## src/rtl/tmr_chan_pkg.sv

```systemverilog
package tmr_chan_pkg;
  typedef enum logic {
    BASE_FAST = 1'b0,
    BASE_SLOW = 1'b1
  } tick_base_e;

  localparam int NUM_MATCH     = 2;
  localparam int PULSE_MIN_IDX = 4;
endpackage

```

## src/rtl/tmr_tick_sel.sv

```systemverilog
module tmr_tick_sel
  import tmr_chan_pkg::*;
(
  input  logic       clk_i,
  input  logic       rst_ni,
  input  logic       sel_slow_i,
  input  logic       tick_slow_i,
  input  logic       tick_fast_i,
  output tick_base_e base_o,
  output logic       tick_o
);
  tick_base_e base_q;

  always_ff @(posedge clk_i) begin
    if (!rst_ni) base_q <= BASE_FAST;
    else         base_q <= sel_slow_i ? BASE_SLOW : BASE_FAST;
  end

  assign base_o = base_q;
  assign tick_o = (base_q == BASE_SLOW) ? tick_slow_i : tick_fast_i;


  base_reset_chk: assert property (@(posedge clk_i) !rst_ni |=> base_q == BASE_FAST);
endmodule

```

## src/rtl/tmr_counter.sv

```systemverilog
module tmr_counter #(
  parameter int CNT_W = 32
) (
  input  logic             clk_i,
  input  logic             rst_ni,
  input  logic             en_i,
  input  logic             tick_i,
  input  logic             wr_count_i,
  input  logic             wr_reload_i,
  input  logic [CNT_W-1:0] wr_data_i,
  output logic [CNT_W-1:0] cnt_o,
  output logic [CNT_W-1:0] reload_o,
  output logic             expire_o
);
  localparam logic [CNT_W-1:0] ONE  = {{(CNT_W-1){1'b0}}, 1'b1};
  localparam logic [CNT_W-1:0] ZERO = '0;

  logic [CNT_W-1:0] cnt_q, cnt_d, reload_q;
  logic             at_zero;

  assign at_zero  = (cnt_q == ZERO);
  assign expire_o = en_i && tick_i && at_zero && !wr_reload_i && !wr_count_i;

  always_ff @(posedge clk_i) begin
    if (!rst_ni)          reload_q <= ZERO;
    else if (wr_reload_i) reload_q <= wr_data_i;
  end

  always_comb begin
    cnt_d = cnt_q;
    if (wr_reload_i)     cnt_d = wr_data_i;
    else if (!en_i)      cnt_d = reload_q;
    else if (wr_count_i) cnt_d = wr_data_i;
    else if (tick_i)     cnt_d = at_zero ? reload_q : cnt_q - ONE;
  end

  always_ff @(posedge clk_i) begin
    if (!rst_ni) cnt_q <= ZERO;
    else         cnt_q <= cnt_d;
  end

  assign cnt_o    = cnt_q;
  assign reload_o = reload_q;


  dec_step_chk: assert property (@(posedge clk_i) disable iff (!rst_ni)
    (en_i && tick_i && !wr_reload_i && !wr_count_i && !at_zero)
      |=> cnt_q == $past(cnt_q) - ONE);

  expire_reload_chk: assert property (@(posedge clk_i) disable iff (!rst_ni)
    expire_o |=> cnt_q == reload_q);

  idle_hold_chk: assert property (@(posedge clk_i) disable iff (!rst_ni)
    !en_i |=> cnt_q == reload_q);

  reload_load_chk: assert property (@(posedge clk_i) disable iff (!rst_ni)
    wr_reload_i |=> cnt_q == reload_q);
endmodule

```

## src/rtl/tmr_match_regs.sv

```systemverilog
module tmr_match_regs
  import tmr_chan_pkg::*;
#(
  parameter int CNT_W = 32
) (
  input  logic                           clk_i,
  input  logic                           rst_ni,
  input  logic [NUM_MATCH-1:0]           wr_i,
  input  logic [CNT_W-1:0]               wr_data_i,
  output logic [NUM_MATCH-1:0][CNT_W-1:0] match_o,
  output logic                           any_zero_o
);
  logic [NUM_MATCH-1:0][CNT_W-1:0] match_q;
  logic [NUM_MATCH-1:0]            is_zero;
  logic                            data_zero;

  assign data_zero = (wr_data_i == '0);

  for (genvar g = 0; g < NUM_MATCH; g++) begin : g_match
    always_ff @(posedge clk_i) begin
      if (!rst_ni)                   match_q[g] <= '0;
      else if (wr_i[g] && data_zero) match_q[g] <= wr_data_i;
    end
    assign is_zero[g] = (match_q[g] == '0);


    nonzero_ignored_chk: assert property (@(posedge clk_i) disable iff (!rst_ni)
      (wr_i[g] && !data_zero) |=> $stable(match_q[g]));
  end

  assign match_o    = match_q;
  assign any_zero_o = |is_zero;
endmodule

```

## src/rtl/tmr_irq_level.sv

```systemverilog
module tmr_irq_level (
  input  logic clk_i,
  input  logic rst_ni,
  input  logic expire_i,
  input  logic ovf_en_i,
  input  logic match_zero_i,
  output logic irq_o
);
  logic irq_q, qualify;

  assign qualify = expire_i && (ovf_en_i || match_zero_i);

  always_ff @(posedge clk_i) begin
    if (!rst_ni)      irq_q <= 1'b0;
    else if (qualify) irq_q <= ~irq_q;
  end

  assign irq_o = irq_q;


  irq_flip_chk: assert property (@(posedge clk_i) disable iff (!rst_ni)
    qualify |=> irq_q != $past(irq_q));

  irq_hold_chk: assert property (@(posedge clk_i) disable iff (!rst_ni)
    !qualify |=> $stable(irq_q));
endmodule

```

## src/rtl/reload_timer_chan.sv

```systemverilog
module reload_timer_chan
  import tmr_chan_pkg::*;
#(
  parameter int CNT_W    = 32,
  parameter int CHAN_IDX = 0
) (
  input  logic                 clk,
  input  logic                 rst_n,
  input  logic                 chan_en,
  input  logic                 sel_slow,
  input  logic                 ovf_irq_en,
  input  logic                 pulse_req,
  input  logic                 tick_slow,
  input  logic                 tick_fast,
  input  logic                 wr_count,
  input  logic                 wr_reload,
  input  logic [NUM_MATCH-1:0] wr_match,
  input  logic [CNT_W-1:0]     wr_data,
  output logic [CNT_W-1:0]     count_o,
  output logic [CNT_W-1:0]     reload_o,
  output logic [CNT_W-1:0]     match0_o,
  output logic [CNT_W-1:0]     match1_o,
  output logic                 base_slow_o,
  output logic                 pulse_on_o,
  output logic                 irq_o
);
  localparam bit PULSE_OK = (CHAN_IDX >= PULSE_MIN_IDX);

  tick_base_e                      base;
  logic                            tick;
  logic                            expire;
  logic                            match_zero;
  logic [NUM_MATCH-1:0][CNT_W-1:0] match_vals;
  logic                            pulse_q;

  tmr_tick_sel u_tick_sel (
    .clk_i       (clk),
    .rst_ni      (rst_n),
    .sel_slow_i  (sel_slow),
    .tick_slow_i (tick_slow),
    .tick_fast_i (tick_fast),
    .base_o      (base),
    .tick_o      (tick)
  );

  tmr_counter #(.CNT_W(CNT_W)) u_counter (
    .clk_i       (clk),
    .rst_ni      (rst_n),
    .en_i        (chan_en),
    .tick_i      (tick),
    .wr_count_i  (wr_count),
    .wr_reload_i (wr_reload),
    .wr_data_i   (wr_data),
    .cnt_o       (count_o),
    .reload_o    (reload_o),
    .expire_o    (expire)
  );

  tmr_match_regs #(.CNT_W(CNT_W)) u_match (
    .clk_i      (clk),
    .rst_ni     (rst_n),
    .wr_i       (wr_match),
    .wr_data_i  (wr_data),
    .match_o    (match_vals),
    .any_zero_o (match_zero)
  );

  tmr_irq_level u_irq (
    .clk_i        (clk),
    .rst_ni       (rst_n),
    .expire_i     (expire),
    .ovf_en_i     (ovf_irq_en),
    .match_zero_i (match_zero),
    .irq_o        (irq_o)
  );

  if (PULSE_OK) begin : g_pulse
    always_ff @(posedge clk) begin
      if (!rst_n) pulse_q <= 1'b0;
      else        pulse_q <= pulse_req;
    end
  end else begin : g_no_pulse
    always_ff @(posedge clk) pulse_q <= 1'b0;
  end

  assign match0_o    = match_vals[0];
  assign match1_o    = match_vals[1];
  assign base_slow_o = (base == BASE_SLOW);
  assign pulse_on_o  = pulse_q;


  irq_quiet_off_chk: assert property (@(posedge clk) disable iff (!rst_n)
    !chan_en |=> $stable(irq_o));

  pulse_follow_chk: assert property (@(posedge clk) disable iff (!rst_n)
    PULSE_OK |=> pulse_on_o == $past(pulse_req));
endmodule

```

## config.mk

```make
export PLATFORM = sky130hd
export DESIGN_NAME = reload_timer_chan
export DESIGN_NICKNAME = d
export VERILOG_FILES = /design/src/rtl/tmr_chan_pkg.sv /design/src/rtl/tmr_tick_sel.sv /design/src/rtl/tmr_counter.sv /design/src/rtl/tmr_match_regs.sv /design/src/rtl/tmr_irq_level.sv /design/src/rtl/reload_timer_chan.sv
export SDC_FILE = /design/constraint.sdc
export NUM_CORES = 1
export LEC_CHECK = 0
export ABC_AREA = 0
export CELL_PAD_IN_SITES_DETAIL_PLACEMENT = 0
export CELL_PAD_IN_SITES_GLOBAL_PLACEMENT = 1
export CORE_ASPECT_RATIO = 1.75
export CORE_MARGIN = 5
export CORE_UTILIZATION = 35
export CTS_CLUSTER_DIAMETER = 50
export DETAILED_ROUTE_END_ITERATION = 10
export PLACE_DENSITY = 0.89
export SLEW_MARGIN = 15
export SYNTH_ARGS = -nofsm -noshare
export SYNTH_HDL_FRONTEND = slang
export SYNTH_SLANG_ARGS = --single-unit
```

## constraint.sdc

```tcl
create_clock -name clk -period 2.4 [get_ports clk]
set_input_delay 0.48 -clock clk [delete_from_list [all_inputs] [get_ports clk]]
set_output_delay 0.48 -clock clk [all_outputs]
set_load 0.02 [all_outputs]
```

==> key figures <==
Drt
  – Via count: 6183
  – Post-Route WL: approximately 22000 um
  – First-pass DRT Iterations: 6
  – Vias per inst: between 5 and 6
  – DR iter-0 viols: 351
  – WL/cell: 19.03 um
  – DRC viols: 0
  – Antenna Nets Post-Route: 0

Synth
  – Yosys Warn Count: 0
  – Syn avg cell area: 8.998 sq um
  – Post-Synth Simple-Gate Area: 23.95%
  – Area share of the largest cell type after synthesis: 44.64%
  – Main combinational cell family by area after synthesis: simple AND/OR/NAND/NOR gates
  – Synth Area in Compound Gates: 18.84%
  – Synth Instances: ~650
  – Synth cell types: 64
  – Register area share after synthesis: between 40% and 50%
  – Multiplexer share of the synthesized area: 5.687%
  – Most frequent cells after synthesis: dfxtp_1, and2_1, nor2_1
  – Synth Register Bits: 130
  – Synth top area cells: dfxtp_1, and2_1, mux2i_1
  – Top FF cell, synth: dfxtp_1
  – Post-synthesis net count: 694
  – XOR/XNOR Fraction of Synth Area: 2.554%
  – Mapped cell area: just under 6000 sq um
  – Post-synth EDFFs: 0
  – Cell with the most instances after synthesis: dfxtp_1
  – Post-Synth Adder-Cell Area: 0.4292%
  – Biggest area consumer among synthesized cells: dfxtp_1
  – Asr flop ratio synth: 0%

Cells and area
  – Area Growth Syn to Fin: 55.86%
  – Finished Core Util: 55.52%
  – Layout cell share with drive strength beyond 1: 16.85%
  – Storage cell area: 2603 sq um
  – Multi-input logic area: 3025 sq um
  – NumNets Final: 941
  – Ant. Diodes: 0
  – Fill cells: 1490

Worst setup path
  – Critical path class: register to register
  – RR Startpoint: u_counter.cnt_o[11]
  – CP arrival: 2.68 ns
  – R2R cell count: 8
  – Reg2reg end: u_counter.cnt_o[30]
  – Critical path peak fanout: 7
  – Crit start category: register
  – Flop-to-flop setup slack: 0.07 ns
  – CP Data Required Time: 2.74 ns
  – Critical Path End Type: register

STA
  – Setup Skew: 0.008761 ns
  – Setup total negative slack: 0 ns
  – Post-route setup slack: approximately 0.07 ns
  – Slew Viols, Final: 0
  – Crit path time final: 2.330 ns
  – Tcrit/Tclk final: around 97%
  – Hold Fails Final Rpt: 0
  – Hold Worst Slack: approximately 0.49 ns
  – Final setup violation count: 0
  – Peak Freq: approximately 430 MHz

Power
  – P per Cell Area: between 600 and 700 nW/um^2
  – Peak supply drop: 0.5836 mV
  – Leakage: ~3.6 nW

Global route
  – Initial antenna violation count: 1
  – Vias in the first global route: 6373
  – Largest net degree at the start of global routing: 33
  – Global-route usage over all layers: 22.30%
  – First-pass GRT wire length: between 30000 and 40000 um
  – Total congestion overflow: 0

Outcome
  – Status: finished, final reports clean

Worst hold path
  – Hold EP: u_match.match_o[57]
  – Hold Crit Depth: 1
  – Worst hold path class: register to register
  – Hold_sp: u_match.match_o[57]

Place
  – Pre-CTS WS: -0.01121 ns
  – Port bufs: approximately 170
  – GPL Wtd Cong: roughly 0.95
  – Dpl hpwl: 16350 um

Clocking
  – Worst-path clk slew: 0.07 ns
  – CTS tree: yes
  – CTS Sinks: 130
  – CTS Buffer Depth: 2
  – Inserted Clock Buffers: 17
  – H-Tree Level Count: 4
  – Clk_lat worst skew: around 0.42 ns
  – Clock Tree Root: clkbuf_16

Floorplanning
  – Initial Util: between 30% and 40%
  – Die height: approximately 180 um
  – DIE WIDTH: 107.6 um
  – Site Rows: 62
  – Top Ports: 175
  – Core Area: 16370 sq um
  – Die area: about 20000 sq um

Run
  – Max-capacitance violation count: 0
layout make-up:
| class | instances | area share (%) |
|---|---|---|
| Multi-Input combinational cell | 461 | 33.29 |
| Sequential cell | 130 | 28.64 |
| Timing Repair Buffer | 276 | 28.07 |
| Clock buffer | 17 | 4.681 |
| Tap cell | 224 | 3.084 |
| Clock inverter | 15 | 1.859 |
| Inverter | 9 | 0.3717 |
power breakdown:
part	total [W]	internal (W)	switching, W
clock	0.00261	0.00148	0.00113
sequential	0.00231	0.00223	0.0000744
combinational	0.00108	0.000514	0.000569
critical path, cell delays in order (launching register included):
cell	delay, ns
dfxtp_1	0.31
or4_4	0.58
nor4_4	0.29
buf_6	0.16
buf_4	0.13
and3_4	0.19
a211oi_1	0.07
a311o_1	0.34
a41oi_2	0.19
what timing repair did:
| action | 4_1_cts | 5_1_grt |
|---|---|---|
| setup buffers | 0 | 2 |
| hold buffers | 0 | 0 |
| gates resized for setup | 0 | 6 |
| setup endpoints to repair | 0 | 7 |
registers in the layout, summed over array words and instances, names as in the netlist:
name,flops
u_irq.irq_o,1
u_match.match_o,64
u_counter.cnt_o,32
u_counter.reload_o,32
u_tick_sel.base_o,1
layer usage:
metal	global-route usage, %	vias to the layer above	routed length, um
met5	0	-	0
met4	12.44	0	1037
met3	6.821	70	1672
met2	38.38	280	11010
met1	23.81	2929	7821
li1	-	2904	-
logic make-up after synthesis:
kind of cell,Yosys count
AO/OA/AOI/OAI,154
XOR/XNOR,17
adder cells (fa/ha/maj),2
buffers and inverters,57
flip-flops,130
multiplexers,33
other,1
AND/OR/NAND/NOR,254
how the worst max path moves through the flow:
stage                        start             endpoint  slack [ns]  cells past startpoint
2_1_floorplan  u_counter.cnt_o[16]  u_counter.cnt_o[13]        0.08                      8
3_3_place_gp               chan_en  u_counter.cnt_o[24]       -0.01                      8
3_5_place_dp               chan_en  u_counter.cnt_o[24]       -0.01                      8
4_1_cts        u_counter.cnt_o[11]  u_counter.cnt_o[30]        0.03                      8
5_1_grt        u_counter.cnt_o[11]  u_counter.cnt_o[30]       -0.01                      8
6_report       u_counter.cnt_o[11]  u_counter.cnt_o[30]        0.07                      8
per-stage QoR:
step,std cells,power (W),area (sq um)
6_report,1132,0.005995,9087
5_1_grt,1132,0.006232,9087
4_1_cts,1130,0.006022,9047
3_5_place_dp,1098,0.003415,8453
3_3_place_gp,1098,0.003407,8453
2_1_floorplan,648,0.002871,5831
layout by cell type, fill, tap and decap left out, drive strengths merged, types with 4 or more instances in the layout:
cell type	count
mux2i	32
a22oi	7
a31oi	10
nor4	33
xnor2	10
or3	5
buf	105
nor2	62
clkbuf	17
inv	17
dfxtp	130
nor3	10
o211ai	16
a221oi	8
o221ai	9
a21oi	32
nand4	11
and3	7
or4	6
nand3	17
a222oi	4
o21ai	20
clkdlybuf4s50	171
a21o	5
a211oi	10
and2	66
nand2	29
xor2	7
Power figures use the tool's default switching activity.
